$ cat config.mk
export PLATFORM = sky130hd
export DESIGN_NAME = bitchk_validator
export DESIGN_NICKNAME = d
export VERILOG_FILES = /design/src/rtl/bitchk_pkg.sv /design/src/rtl/bitchk_edge_sync.sv /design/src/rtl/bitchk_tick_counter.sv /design/src/rtl/bitchk_ctrl.sv /design/src/rtl/bitchk_validator.sv
export SDC_FILE = /design/constraint.sdc
export NUM_CORES = 1
export LEC_CHECK = 0
export ABC_AREA = 1
export BUFFER_PORTS_ARGS = -buffer_cell sky130_fd_sc_hd__clkbuf_2
export CORE_ASPECT_RATIO = 1.2
export CORE_UTILIZATION = 30
export DETAILED_ROUTE_END_ITERATION = 10
export HOLD_SLACK_MARGIN = 0.12
export PLACE_DENSITY = 0.56
export SLEW_MARGIN = 20
export SYNTH_ARGS = -nofsm -noshare
export SYNTH_HDL_FRONTEND = slang
export SYNTH_SLANG_ARGS = --single-unit
$ cat constraint.sdc
create_clock -name clk -period 1.69 [get_ports clk]
set_input_delay 0.169 -clock clk [delete_from_list [all_inputs] [get_ports clk]]
set_output_delay 0.169 -clock clk [all_outputs]
set_load 0.05 [all_outputs]
$ cat src/rtl/bitchk_pkg.sv
package bitchk_pkg;

    localparam int CNT_W  = 6;
    localparam int PASS_W = 4;

    localparam int NEED_SHORT = 3;
    localparam int NEED_MID   = 6;
    localparam int NEED_LONG  = 9;

    typedef enum logic [2:0] {
        PH_IDLE    = 3'd0,
        PH_STARTUP = 3'd1,
        PH_ARM     = 3'd2,
        PH_CHECK   = 3'd3,
        PH_DONE    = 3'd4
    } phase_e;

    // Number of good intervals demanded by the select code; reserved code maps to the longest.
    function automatic logic [PASS_W-1:0] need_from_sel(input logic [1:0] sel);
        case (sel)
            2'd0:    need_from_sel = PASS_W'(NEED_SHORT);
            2'd1:    need_from_sel = PASS_W'(NEED_MID);
            default: need_from_sel = PASS_W'(NEED_LONG);
        endcase
    endfunction

endpackage

$ cat src/rtl/bitchk_edge_sync.sv
module bitchk_edge_sync #(
    parameter int SYNC_STAGES = 2
) (
    input  logic clk,
    input  logic rst,
    input  logic din,
    output logic edge_seen
);
    logic [SYNC_STAGES-1:0] sync_q;
    logic                   last_q;

    generate
        for (genvar i = 0; i < SYNC_STAGES; i++) begin : g_stage
            if (i == 0) begin : g_first
                always_ff @(posedge clk) begin
                    if (rst) sync_q[0] <= 1'b0;
                    else     sync_q[0] <= din;
                end
            end else begin : g_rest
                always_ff @(posedge clk) begin
                    if (rst) sync_q[i] <= 1'b0;
                    else     sync_q[i] <= sync_q[i-1];
                end
            end
        end
    endgenerate

    always_ff @(posedge clk) begin
        if (rst) last_q <= 1'b0;
        else     last_q <= sync_q[SYNC_STAGES-1];
    end

    assign edge_seen = sync_q[SYNC_STAGES-1] ^ last_q;

endmodule

$ cat src/rtl/bitchk_tick_counter.sv
module bitchk_tick_counter #(
    parameter int W = 6
) (
    input  logic         clk,
    input  logic         rst,
    input  logic         clr,
    input  logic         tick,
    output logic [W-1:0] cnt
);
    localparam logic [W-1:0] TOP = '1;

    always_ff @(posedge clk) begin
        if (rst || clr)               cnt <= '0;
        else if (tick && cnt != TOP)  cnt <= cnt + 1'b1;
    end

endmodule

$ cat src/rtl/bitchk_ctrl.sv
module bitchk_ctrl
    import bitchk_pkg::*;
#(
    parameter int STARTUP_TICKS = 8,
    parameter int SU_W          = 4
) (
    input  logic             clk,
    input  logic             rst,
    input  logic             en,
    input  logic             tick,
    input  logic             edge_seen,
    input  logic [CNT_W-1:0] ivl_cnt,
    input  logic [SU_W-1:0]  su_cnt,
    input  logic [CNT_W-1:0] lim_lo,
    input  logic [CNT_W-1:0] lim_hi,
    input  logic [1:0]       cnt_sel,
    output logic             ivl_clr,
    output logic             su_clr,
    output phase_e           phase,
    output logic             fail_q
);
    localparam logic [SU_W-1:0] SU_LAST = SU_W'(STARTUP_TICKS - 1);

    phase_e            ph_d;
    logic [PASS_W-1:0] good_q, good_d;
    logic              fail_d;
    logic [PASS_W-1:0] need;

    assign need = need_from_sel(cnt_sel);

    always_comb begin
        ph_d    = phase;
        good_d  = good_q;
        fail_d  = 1'b0;
        ivl_clr = 1'b1;
        su_clr  = 1'b0;
        if (!en) begin
            ph_d   = PH_IDLE;
            good_d = '0;
            su_clr = 1'b1;
        end else begin
            case (phase)
                PH_IDLE: begin
                    ph_d   = PH_STARTUP;
                    su_clr = 1'b1;
                end
                PH_STARTUP: begin
                    if (tick && su_cnt == SU_LAST) ph_d = PH_ARM;
                end
                PH_ARM: begin
                    good_d = '0;
                    if (edge_seen) ph_d = PH_CHECK;
                end
                PH_CHECK: begin
                    if (ivl_cnt >= lim_hi) begin
                        fail_d = 1'b1;
                        good_d = '0;
                        ph_d   = PH_ARM;
                    end else if (edge_seen) begin
                        if (ivl_cnt < lim_lo) begin
                            fail_d = 1'b1;
                            good_d = '0;
                        end else if (good_q + 1'b1 >= need) begin
                            ph_d = PH_DONE;
                        end else begin
                            good_d = good_q + 1'b1;
                        end
                    end else begin
                        ivl_clr = 1'b0;
                    end
                end
                PH_DONE: ph_d = PH_DONE;
                default: ph_d = PH_IDLE;
            endcase
        end
    end

    always_ff @(posedge clk) begin
        if (rst) begin
            phase  <= PH_IDLE;
            good_q <= '0;
            fail_q <= 1'b0;
        end else begin
            phase  <= ph_d;
            good_q <= good_d;
            fail_q <= fail_d;
        end
    end

endmodule

$ cat src/rtl/bitchk_validator.sv
module bitchk_validator
    import bitchk_pkg::*;
#(
    parameter int STARTUP_TICKS = 8,
    parameter int SYNC_STAGES   = 2
) (
    input  logic             clk,
    input  logic             rst,
    input  logic             en,
    input  logic             tick,
    input  logic             din,
    input  logic [CNT_W-1:0] lim_lo,
    input  logic [CNT_W-1:0] lim_hi,
    input  logic [1:0]       cnt_sel,
    output logic             pass,
    output logic             fail,
    output logic             busy
);
    localparam int SU_W = $clog2(STARTUP_TICKS + 1);

    logic             edge_seen;
    logic             ivl_clr;
    logic             su_clr;
    logic [CNT_W-1:0] ivl_cnt;
    logic [SU_W-1:0]  su_cnt;
    phase_e           phase;

    bitchk_edge_sync #(.SYNC_STAGES(SYNC_STAGES)) u_edge (
        .clk       (clk),
        .rst       (rst),
        .din       (din),
        .edge_seen (edge_seen)
    );

    bitchk_tick_counter #(.W(CNT_W)) u_ivl (
        .clk  (clk),
        .rst  (rst),
        .clr  (ivl_clr),
        .tick (tick),
        .cnt  (ivl_cnt)
    );

    bitchk_tick_counter #(.W(SU_W)) u_su (
        .clk  (clk),
        .rst  (rst),
        .clr  (su_clr),
        .tick (tick),
        .cnt  (su_cnt)
    );

    bitchk_ctrl #(.STARTUP_TICKS(STARTUP_TICKS), .SU_W(SU_W)) u_ctrl (
        .clk       (clk),
        .rst       (rst),
        .en        (en),
        .tick      (tick),
        .edge_seen (edge_seen),
        .ivl_cnt   (ivl_cnt),
        .su_cnt    (su_cnt),
        .lim_lo    (lim_lo),
        .lim_hi    (lim_hi),
        .cnt_sel   (cnt_sel),
        .ivl_clr   (ivl_clr),
        .su_clr    (su_clr),
        .phase     (phase),
        .fail_q    (fail)
    );

    assign pass = (phase == PH_DONE);
    assign busy = (phase == PH_STARTUP) || (phase == PH_ARM) || (phase == PH_CHECK);

endmodule

* Yosys cells after proc, flatten, opt, wreduce, memory -nomap -nowiden
Cells that the tools add are included.
Operators by class: add/sub/neg operators 3, $lt $le $gt $ge 3, equality and inequality tests 14, multiplexer cells 22, bitwise operators 3, reduce and logical (&&, ||, !) cells 14
Operators with widths (count):
- $mux W3 | 6
- $mux W4 | 4
- $pmux W4 S2 | 2
- $pmux W3 S5 | 1
- $mux W1 | 9
- $add A4 B1 Y4 const B | 2
- $add A6 B1 Y6 const B | 1
- $eq A3 B2 Y1 const B | 2
- $ge A6 B6 Y1 | 1
- $lt A6 B6 Y1 | 1
- $ne A3 B2 Y1 const B | 2
- $ne A6 B6 Y1 const B | 1
- $reduce_and A5 Y1 | 1
- $eq A4 B3 Y1 const B | 1
- $ge A4 B4 Y1 | 1
- $logic_or A1 B1 Y1 | 4
- $ne A4 B2 Y1 const B | 1
- $ne A4 B4 Y1 const B | 1
- $eq A3 B1 Y1 const B | 1
- $eq A3 B3 Y1 const B | 1
- $logic_and A1 B1 Y1 | 3
- $logic_not A3 Y1 | 1
- $ne A3 B1 Y1 const B | 1
- $reduce_and A3 Y1 | 1
- other kinds (9) | 10
Word-level totals: register bits after elaboration 21

* Depth between registers and ports, before layout
Gate-level depths: netlist of run 1.
depth in word-level cells 8, mapped depth 14, gate-level depth less buffers 14

* Cells and area by module
From an unflattened synthesis of run 1, not the netlist that was laid out.
Unflattened totals: cells, all modules 259, area, all modules 1625.3 µm²
By module, submodules not included:
- bitchk_ctrl | times used 1, cells each 152, area each 920.9 µm², seq. area each 160.2 µm²
- bitchk_tick_counter (u_ivl) | times used 1, cells each 56, area each 359.1 µm², seq. area each 120.1 µm²
- bitchk_tick_counter (u_su) | times used 1, cells each 31, area each 219.0 µm², seq. area each 80.1 µm²
- bitchk_edge_sync | times used 1, cells each 13, area each 97.6 µm², seq. area each 60.1 µm²
- bitchk_validator | times used 1, cells each 7, area each 28.8 µm², seq. area each 0.0 µm²

* Worst setup path after synthesis of run 1
OpenSTA, ideal clock, no wires.
kind register to register, from register u_ctrl.good_q[0], to register u_ctrl.good_q[0], library setup time 0.114 ns, arrival 1.628 ns, slack -0.052 ns, stages on the path, launching flop included 14, buffers on the path 0, clock period less this slack 1.742 ns, path through dfxtp_1 -> ha_1 -> xor2_1 -> ha_1 -> nand2_1 -> inv_1 -> nand3_1 -> nand3_1 -> nand2_4 -> nor2_8 -> nor2_4 -> nand2_1 -> nand2_1 -> nor2_2
Between the ends: longest elaborated chain between the ends 6
RTL lines:
- from (decl) | line bitchk_ctrl.sv:25 | logic [PASS_W-1:0] good_q, good_d;
- from (signal assigned) | line bitchk_ctrl.sv:85 | good_q <= good_d;
- $add A4 B1 Y4 * | line bitchk_ctrl.sv:63, bitchk_ctrl.sv:66
- parallel branches: the longest is 5 deep, another holds $ge A4 B4 Y1
Mark *: on every way between the ends. The select of a mux whose other input is x is not followed. A chain may end at the register's enable or synchronous reset.

* Final worst setup path of run 1
Ends and elaborated chain as after synthesis.

==> impl_metrics.yaml, run 1 <==
outcome:
  outcome: "complete, but fails checks"
  violated_checks: "setup timing"
timing:
  rsz0062_at_grt: "yes"
  report.final.slew_viol_count: 0
  slew_headroom: 0.615
  final_worst_path_setup_slack_ps: -85.6
  final.period_utilization: 1.05
  timing.setup.tns_ps: -438
  fin_worst_hold_slack_ps: 213
  fmax_mhz: 563
  tightestPinTransition_ps: 571
  finalWorstPathRequiredPeriod_ps: 1780
  finalSetupViolations: 7
  timing.clock.skew_ps: 0.702
  finalHoldViolations: 0
floorplan:
  start_util: 0.314
  chip_height_microns: 81
  core-area_sq_mm: 0.00497
  num_rows: 28
  io-pin-count: 22
  die-width_microns: 67.8
  die_area_sq_mm: 0.00549
layout:
  diodes: 0
  final_net_count: 300
  drive_gt1_frac: 0.347
  layout-area-overhead-vs-synth_pct: 29.5
clock_tree:
  cts_buffers: 3
  clock-root-buffer: "sky130_fd_sc_hd__clkbuf_8"
  cts_buffer_depth: 2
  insertion_delay_ps: 260
  tritoncts: "yes"
  cts-htree-levels: 1
  clk_transition_reported_paths_ps: 80
  clock_sinks: 21
grt:
  global_route_wire_length_before_repair_microns: 5110
  grt_antenna_before_repair: 0
  grt.overflow.total: 0
  first_global_vias: 1254
  grt_max_degree: 12
  track_usage: 0.120
detailed_routing:
  route.detailed.wl_per_inst_microns: 9.25
  post-route-drc-count: 0
  dr_total_vias: 1374
  initialDrtViolationCount: 29
  number_of_search_and_repair_iterations_in_the_first_detailed_routing_pass: 4
  drt-vias-per-instance: 4.27
  final_antenna_net_count: 0
  detail_route.wirelength_microns: 2980
run:
  maxCapViolations: 0
setup_path:
  worst_setup_path_end_kind: "register"
  worst_ep_required_time_ps: 1850
  largest_incremental_delay_on_the_critical_path_ps: 360
  worst_setup_path_start_kind: "register"
  worstPathArrival_ps: 1930
  critical_path.startpoint: "u_ctrl.good_q[0]$_SDFFE_PP0P_"
  crit_chain: "ha_4 > xor2_2 > ha_1 > nand2_2 > inv_2 > nand3_2 > nand3_2 > nand2_4 > nor2_8 > nor2_4 > nand2_1 > nand2_1 > nor2_2"
  cp_max_fo: 4
  critPathSlowestCell: "sky130_fd_sc_hd__dfxtp_4"
  r2r_start: "u_ctrl.good_q[0]$_SDFFE_PP0P_"
  critPathBufInv: 1
  cp_top_family: "simple AND/OR/NAND/NOR gates"
  timing.setup.critical_path_class: "reg2reg"
  ff2ff_setup_slack_ps: -90
synth:
  post_synth_top_flop: "sky130_fd_sc_hd__dfxtp_1"
  yosysUniqueCellTypes: 33
  post-synth-top-count-cell: "sky130_fd_sc_hd__nand2_1"
  netlist.area_leader.share: 0.269
  synth.avg_cell_area_sq_um: 7.06
  synth.cell_area_sq_mm: 0.00156
  synthArstFlopShare: 0
  syn_inst: 221
  ys.warnings.count: 0
  netlist_top_cells_count: "sky130_fd_sc_hd__nand2_1, sky130_fd_sc_hd__inv_1, sky130_fd_sc_hd__nor2_1"
  number_of_flops_mapped_to_enable_cells_by_yosys: 0
  synth.area.top_cells: "sky130_fd_sc_hd__dfxtp_1, sky130_fd_sc_hd__ha_1, sky130_fd_sc_hd__nand2_1"
  netlist.top_cell.by_area: "sky130_fd_sc_hd__dfxtp_1"
  mappedNetlistNets: 258
  synth_seq_cells: 21
  yosysSeqAreaShare: 0.269
power:
  power_leakage_nw: 1.02
  max-vdd-ir-drop_uv: 256
  total_power_after_layout_mw: 1.05
  power-per-cell-area_mw_per_mm2: 520
hold_path:
  hold_path_startpoint: "tick"
  worstHoldPathType: "in2reg"
placement:
  post-dp-hpwl_microns: 2320
  final_replace_weighted_congestion: 0.763
  place.port_buffers: 21
  dpl_worst_slack_ps: -116
## cells by family after synthesis
kind of cell             count (synthesis)  synth area share
adder cells (fa/ha/maj)                 18             0.144
AND/OR/NAND/NOR                        114             0.363
XOR/XNOR                                 6            0.0385
flip-flops                              21             0.269
buffers and inverters                   43             0.103
AO/OA/AOI/OAI                           19            0.0810
## final timing paths
path / endpoint / cells past startpoint
setup / recovery: u_ctrl.good_q[0]$_SDFFE_PP0P_ / 13
hold / removal: u_su.cnt[1]$_SDFFE_PP0P_ / 3
setup reg to reg: u_ctrl.good_q[0]$_SDFFE_PP0P_ / 13
hold reg to reg: u_edge.sync_q[1]$_SDFF_PP0_ / 2
## state kept, by name (all words and copies together) (netlist names)
signal         flops
u_ivl.cnt          6
u_edge.sync_q      2
u_ctrl.phase       3
u_ctrl.fail_q      1
u_ctrl.good_q      4
u_su.cnt           4
u_edge.last_q      1
## layout make-up
class / instances / area, sq um
clock buffers: 4 / 45.0
multi-input cells: 157 / 1070
inverters: 42 / 158
fillers: 548 / 2950
flip-flops and latches: 21 / 428
repair buffers: 38 / 240
well taps: 60 / 75.1
## worst reg2reg max path: cells and delay by family, from the launching register on
kind / cells / cell delay, ps
xor gates and xnor gates: 1 / 140
adders and majority gates: 2 / 470
buffers and inverters: 1 / 40
DFF: 1 / 360
and+or+nand+nor: 9 / 650
## cells in the final DEF (no fill, tap or decap), types with 2 or more instances in the layout
master,n
sky130_fd_sc_hd__a21oi_1,4
sky130_fd_sc_hd__a21oi_2,3
sky130_fd_sc_hd__buf_4,14
sky130_fd_sc_hd__clkbuf_2,21
sky130_fd_sc_hd__clkbuf_8,3
sky130_fd_sc_hd__dfxtp_1,17
sky130_fd_sc_hd__dfxtp_2,3
sky130_fd_sc_hd__dlygate4sd3_1,3
sky130_fd_sc_hd__ha_1,15
sky130_fd_sc_hd__ha_4,3
sky130_fd_sc_hd__inv_1,33
sky130_fd_sc_hd__inv_2,9
sky130_fd_sc_hd__nand2_1,42
sky130_fd_sc_hd__nand2_2,9
sky130_fd_sc_hd__nand2_4,3
sky130_fd_sc_hd__nand3_1,7
sky130_fd_sc_hd__nand3_2,4
sky130_fd_sc_hd__nand3_4,2
sky130_fd_sc_hd__nor2_1,31
sky130_fd_sc_hd__nor2_2,6
sky130_fd_sc_hd__nor2_4,2
sky130_fd_sc_hd__o21ai_0,4
sky130_fd_sc_hd__o21ai_1,2
sky130_fd_sc_hd__o21bai_1,3
sky130_fd_sc_hd__xnor2_1,2
sky130_fd_sc_hd__xor2_1,2
sky130_fd_sc_hd__xor2_2,2
## layer usage
| metal | global-route usage | vias to the layer above | wire [microns] |
|---|---|---|---|
| met5 | 0 | - | 0 |
| met4 | 0.0438 | 0 | 31 |
| met3 | 0.0169 | 2 | 54 |
| met2 | 0.220 | 17 | 1530 |
| met1 | 0.139 | 584 | 1360 |
| li1 | - | 771 | - |
## power by group
part	total, mW	switching, mW	leakage, nW	internal [mW]
clock	0.332	0.164	0.0228	0.168
sequential	0.513	0.00931	0.172	0.504
combinational	0.205	0.115	0.824	0.0899
total	1.05	0.289	1.02	0.761
## per-stage QoR
stage	utilization	area (sq um)	std cells
2_1_floorplan	-	1570	221
4_1_cts	0.398	1980	320
5_1_grt	0.406	2020	322
6_report	0.406	2020	322
3_3_place_gp	0.364	1810	310
3_5_place_dp	0.364	1810	310
## what timing repair did
item,4_1_cts,5_1_grt
hold buffers,3,0
endpoints found under the setup margin,7,12
pin swaps,3,8
resized for setup,10,11
endpoints found under the hold margin,3,0
setup buffers,3,2
Power figures use the tool's default switching activity.
==> run 2: changes to the inputs <==
==> constraint.sdc (replaced) <==
create_clock -name clk -period 1.69 [get_ports clk]
set_input_delay 0.169 -clock clk [delete_from_list [all_inputs] [get_ports clk]]
set_output_delay 0.169 -clock clk [all_outputs]
set_load 0.1 [all_outputs]
==> impl_metrics.yaml, run 2 (same netlist as run 1, synthesis figures left out) <==
layout:
  final_cell_mix: "sky130_fd_sc_hd__nand2_1, sky130_fd_sc_hd__inv_1, sky130_fd_sc_hd__nor2_1, sky130_fd_sc_hd__clkbuf_2, sky130_fd_sc_hd__buf_4"
  layout-area-overhead-vs-synth_pct: 31.9
  registers.top_by_ff_count: "u_ivl.cnt"
  leading_cell_type_in_the_layout_fill_and_taps_excluded: "sky130_fd_sc_hd__nand2_1"
  final-seq-area_sq_um: 434
  postLayoutCoreUtil: 0.414
  final_net_count: 301
  final_non_filler_cells: 323
  largest_reg_flops: 6
  multi_input_comb_area_sq_mm: 0.00109
  drive_gt1_frac: 0.380
  diodes: 0
  n_fill_cell: 537
  biggestRegsByFlops: "u_ivl.cnt: 6 flops, u_ctrl.good_q: 4 flops, u_su.cnt: 4 flops"
  design_area_sq_mm: 0.00206
timing:
  fin_worst_hold_slack_ps: 211
  finalSetupViolations: 5
  fmax_mhz: 573
  final_worst_path_setup_slack_ps: -55.0
  timing.clock.skew_ps: 9.55
  finalWorstPathRequiredPeriod_ps: 1740
  tightestPinTransition_ps: 546
  rsz0062_at_grt: "yes"
  slew_headroom: 0.638
  finalHoldViolations: 0
  final.period_utilization: 1.03
  report.final.slew_viol_count: 0
clock_tree:
  tritoncts: "yes"
  cts_buffers: 3
  clk_transition_reported_paths_ps: 80
  insertion_delay_ps: 260
  clock-root-buffer: "sky130_fd_sc_hd__clkbuf_8"
  cts_buffer_depth: 2
  clock_sinks: 21
  cts-htree-levels: 1
placement:
  place.port_buffers: 21
  post-dp-hpwl_microns: 2430
  final_replace_weighted_congestion: 0.751
  post-place-cells: 310
  place_area_sq_mm: 0.00182
setup_path:
  timing.setup.critical_path_class: "reg2reg"
  r2r_start: "u_ctrl.good_q[0]$_SDFFE_PP0P_"
  reg2reg_depth: 13
  worst_setup_path_start_kind: "register"
  cp_max_fo: 4
  ff2ff_setup_slack_ps: -50
  worst_ep_required_time_ps: 1850
  worst_setup_path_end_kind: "register"
  critical_path.reg2reg.endpoint: "u_ctrl.good_q[3]$_SDFFE_PP0P_"
  worstPathArrival_ps: 1900
power:
  max-vdd-ir-drop_uv: 235
  sw_frac_of_total: 0.287
  switching_power_mw: 0.307
  power.share.sequential: 0.479
  pwr-share-comb: 0.210
  power-per-cell-area_mw_per_mm2: 519
  power_leakage_nw: 1.02
  share_clk_of_total_power: 0.311
  power.internal_mw: 0.761
floorplan:
  io-pin-count: 22
  start_util: 0.314
  num_rows: 28
  chip_height_microns: 81
  die_area_sq_mm: 0.00549
  core-area_sq_mm: 0.00497
  die-width_microns: 67.8
detailed_routing:
  post-route-drc-count: 0
  initialDrtViolationCount: 19
  drt-vias-per-instance: 4.29
  dr_total_vias: 1385
  detail_route.wirelength_microns: 2950
  route.detailed.wl_per_inst_microns: 9.12
  number_of_search_and_repair_iterations_in_the_first_detailed_routing_pass: 4
  final_antenna_net_count: 0
grt:
  first_global_vias: 1255
  grt.overflow.total: 0
  track_usage: 0.121
  grt_antenna_before_repair: 0
  global_route_wire_length_before_repair_microns: 5150
  grt_max_degree: 13
outcome:
  violated_checks: "setup timing"
  outcome: "complete, but fails checks"
run:
  maxCapViolations: 0
hold_path:
  min_delay_path_depth: 3
  hold_path_startpoint: "tick"
  worstHoldPathType: "in2reg"
  hold-path-endpoint: "u_su.cnt[1]$_SDFFE_PP0P_"
-- run 2: cell type report --
| type | instances | share of cell area |
|---|---|---|
| Clock buffer | 3 | 0.0201 |
| Clock inverter | 1 | 0.00243 |
| Inverter | 42 | 0.0766 |
| Multi-Input combinational cell | 157 | 0.532 |
| Sequential cell | 21 | 0.211 |
| Tap cell | 60 | 0.0365 |
| Timing Repair Buffer | 39 | 0.122 |
-- run 2: critical path, cell delays in order, from the launching register on --
cell	delay [ps]
sky130_fd_sc_hd__dfxtp_4	360
sky130_fd_sc_hd__ha_4	160
sky130_fd_sc_hd__xor2_2	140
sky130_fd_sc_hd__ha_1	300
sky130_fd_sc_hd__nand2_2	60
sky130_fd_sc_hd__inv_2	40
sky130_fd_sc_hd__nand2_2	50
sky130_fd_sc_hd__nand3_2	90
sky130_fd_sc_hd__nand2_4	110
sky130_fd_sc_hd__nor2_8	50
sky130_fd_sc_hd__nor2_4	110
sky130_fd_sc_hd__nand2_1	60
sky130_fd_sc_hd__nand2_1	80
sky130_fd_sc_hd__nor2_2	30
-- run 2: metal layers --
layer	track usage	part of all wire	wire (microns)
met1	0.150	0.47	1380
met4	0.0375	0.016	46
met5	0	0	0
met3	0.0197	0.026	78
met2	0.209	0.49	1440
-- run 2: what timing repair did --
item                                    4_1_cts  5_1_grt
hold endpoints to repair                      3        0
buffers inserted                              4        2
endpoints found under the setup margin        7       13
pin swaps                                    11        6
hold buffers                                  3        0
gates resized for setup                      15       13
-- run 2: stage by stage --
step,total power [mW],setup WS (ps),TNS [ps]
after floorplan,0.661,13.2,0
after global placement,0.712,-112,-632
after detailed placement,0.715,-136,-756
after CTS,1.08,-56.4,-290
after global routing,1.13,-147,-925
final,1.07,-55.0,-202
-- run 2: how the worst max path moves through the flow --
| stage | slack, ps | endpoint | startpoint | cells after the start |
|---|---|---|---|---|
| 3_5_place_dp | -140 | u_ctrl.good_q[1]$_SDFFE_PP0P_ | u_ctrl.good_q[1]$_SDFFE_PP0P_ | 13 |
| 5_1_grt | -150 | u_ctrl.good_q[1]$_SDFFE_PP0P_ | u_ctrl.good_q[0]$_SDFFE_PP0P_ | 13 |
| 2_1_floorplan | 10 | u_ctrl.good_q[1]$_SDFFE_PP0P_ | u_ctrl.good_q[2]$_SDFFE_PP0P_ | 12 |
| 6_report | -50 | u_ctrl.good_q[3]$_SDFFE_PP0P_ | u_ctrl.good_q[0]$_SDFFE_PP0P_ | 13 |
| 4_1_cts | -60 | u_ctrl.phase[0]$_SDFFE_PP0P_ | u_ctrl.good_q[0]$_SDFFE_PP0P_ | 11 |
| 3_3_place_gp | -110 | u_ctrl.phase[0]$_SDFFE_PP0P_ | u_ctrl.good_q[0]$_SDFFE_PP0P_ | 11 |
-- run 2: power by group through the flow --
stage	clock network [mW]	logic, mW	registers, mW
final	0.332	0.224	0.512
after global routing	0.368	0.253	0.514
after CTS	0.348	0.218	0.513
after detailed placement	0	0.189	0.525
after global placement	0	0.187	0.525
after floorplan	0	0.137	0.524
==> run 3: changes to the inputs <==
--- a/config.mk
+++ b/config.mk
@@ -8,10 +8,10 @@
 export ABC_AREA = 1
 export BUFFER_PORTS_ARGS = -buffer_cell sky130_fd_sc_hd__clkbuf_2
 export CORE_ASPECT_RATIO = 1.2
-export CORE_UTILIZATION = 30
+export CORE_UTILIZATION = 46
 export DETAILED_ROUTE_END_ITERATION = 10
 export HOLD_SLACK_MARGIN = 0.12
-export PLACE_DENSITY = 0.56
+export PLACE_DENSITY = 0.76
 export SLEW_MARGIN = 20
 export SYNTH_ARGS = -nofsm -noshare
 export SYNTH_HDL_FRONTEND = slang
==> impl_metrics.yaml, run 3 (same netlist as run 1, synthesis figures left out) <==
outcome:
  outcome: "complete, but fails checks"
  violated_checks: "setup timing"
layout:
  n_fill_cell: 284
  largest_reg_flops: 6
  biggestRegsByFlops: "u_ivl.cnt: 6 flops, u_ctrl.good_q: 4 flops, u_su.cnt: 4 flops"
  final_cell_mix: "sky130_fd_sc_hd__nand2_1, sky130_fd_sc_hd__inv_1, sky130_fd_sc_hd__nor2_1, sky130_fd_sc_hd__clkbuf_2, sky130_fd_sc_hd__dfxtp_1"
  design_area_sq_mm: 0.00196
  final_non_filler_cells: 295
  final_net_count: 297
  layout-area-overhead-vs-synth_pct: 25.4
  postLayoutCoreUtil: 0.624
  registers.top_by_ff_count: "u_ivl.cnt"
  final-seq-area_sq_um: 427
  multi_input_comb_area_sq_mm: 0.00108
  drive_gt1_frac: 0.336
  diodes: 0
  leading_cell_type_in_the_layout_fill_and_taps_excluded: "sky130_fd_sc_hd__nand2_1"
floorplan:
  die-width_microns: 55.2
  io-pin-count: 22
  start_util: 0.497
  die_area_sq_mm: 0.00363
  chip_height_microns: 65.8
  core-area_sq_mm: 0.00314
  num_rows: 22
timing:
  final.period_utilization: 1.05
  fmax_mhz: 564
  finalWorstPathRequiredPeriod_ps: 1770
  report.final.slew_viol_count: 0
  finalSetupViolations: 7
  slew_headroom: 0.642
  rsz0062_at_grt: "yes"
  finalHoldViolations: 0
  timing.clock.skew_ps: 0.807
  tightestPinTransition_ps: 540
  timing.setup.tns_ps: -329
  fin_worst_hold_slack_ps: 165
  final_worst_path_setup_slack_ps: -83.3
placement:
  final_replace_weighted_congestion: 0.786
  place.port_buffers: 21
  post-place-cells: 286
  post-dp-hpwl_microns: 2340
  place_area_sq_mm: 0.00179
  dpl_worst_slack_ps: -144
detailed_routing:
  number_of_search_and_repair_iterations_in_the_first_detailed_routing_pass: 4
  final_antenna_net_count: 0
  dr_total_vias: 1396
  drt-vias-per-instance: 4.73
  detail_route.wirelength_microns: 2870
  post-route-drc-count: 0
  route.detailed.wl_per_inst_microns: 9.73
  initialDrtViolationCount: 21
clock_tree:
  clock_sinks: 21
  clock-root-buffer: "sky130_fd_sc_hd__clkbuf_4"
  clk_transition_reported_paths_ps: 110
  insertion_delay_ps: 300
  cts_buffer_depth: 2
  cts-htree-levels: 1
  cts_buffers: 3
  tritoncts: "yes"
grt:
  grt_antenna_before_repair: 0
  track_usage: 0.190
  global_route_wire_length_before_repair_microns: 5130
  first_global_vias: 1329
  grt.overflow.total: 0
  grt_max_degree: 12
setup_path:
  worst_setup_path_start_kind: "register"
  critPathBufInv: 1
  largest_incremental_delay_on_the_critical_path_ps: 380
  critPathSlowestCell: "sky130_fd_sc_hd__dfxtp_4"
  crit_chain: "ha_4 > xor2_2 > ha_1 > nand2_2 > inv_2 > nand3_2 > nand3_2 > nand2_4 > nor2_8 > nor2_4 > nor2_1 > nor2_2"
  cp_max_fo: 4
  cp_top_family: "simple AND/OR/NAND/NOR gates"
  worst_setup_path_end_kind: "register"
  timing.setup.critical_path_class: "reg2reg"
  critical_path.startpoint: "u_ctrl.good_q[0]$_SDFFE_PP0P_"
  r2r_start: "u_ctrl.good_q[0]$_SDFFE_PP0P_"
  critical-path-top-cell-by-count: "sky130_fd_sc_hd__nand3_2"
  worstPathArrival_ps: 1970
  worst_ep_required_time_ps: 1890
power:
  total_power_after_layout_mw: 0.964
  power_leakage_nw: 0.996
  power-per-cell-area_mw_per_mm2: 492
  max-vdd-ir-drop_uv: 436
hold_path:
  worstHoldPathType: "in2reg"
  hold_path_startpoint: "tick"
run:
  maxCapViolations: 0
==> run 3: final timing paths <==
path,to,slack [ps],depth (start not counted)
worst min register to register,u_edge.sync_q[1]$_SDFF_PP0_,410,2
worst max-delay path,u_ctrl.good_q[3]$_SDFFE_PP0P_,-80,12
worst max register to register,u_ctrl.good_q[3]$_SDFFE_PP0P_,-80,12
worst min-delay path,u_su.cnt[1]$_SDFFE_PP0P_,170,3
==> run 3: cell type report <==
| type | count | share of cell area |
|---|---|---|
| multi-input combinational | 157 | 0.552 |
| sequential | 21 | 0.218 |
| timing repair buffer | 35 | 0.113 |
| inverter | 42 | 0.0806 |
| tap | 36 | 0.0230 |
| clock buffer | 4 | 0.0134 |
==> run 3: metal layers <==
metal | GRT usage | share of wire
met2 | 0.351 | 0.52
met3 | 0.0138 | 0.016
met4 | 0.0656 | 0.014
met1 | 0.217 | 0.45
met5 | 0 | 0
==> run 3: where the power goes <==
group          switching [mW]  total [mW]  internal, mW
Combinational           0.127       0.216        0.0887
Clock                   0.142       0.234        0.0919
Sequential            0.00970       0.514         0.504
Total                   0.279       0.964         0.685
==> run 3: worst reg2reg max path: cells and delay by family (launching register included) <==
family	cells	cell delay, ps
adders and majority gates	2	450
and+or+nand+nor	8	650
buffers and inverters	1	60
DFF	1	380
xor gates and xnor gates	1	140
==> run 3: what timing repair did <==
| item | 4_1_cts | 5_1_grt |
|---|---|---|
| pin swaps | 3 | 7 |
| hold buffers | 3 | 0 |
| setup buffers | 2 | 0 |
| resized for setup | 13 | 6 |
| endpoints found under the setup margin | 7 | 12 |
| endpoints found under the hold margin | 3 | 0 |
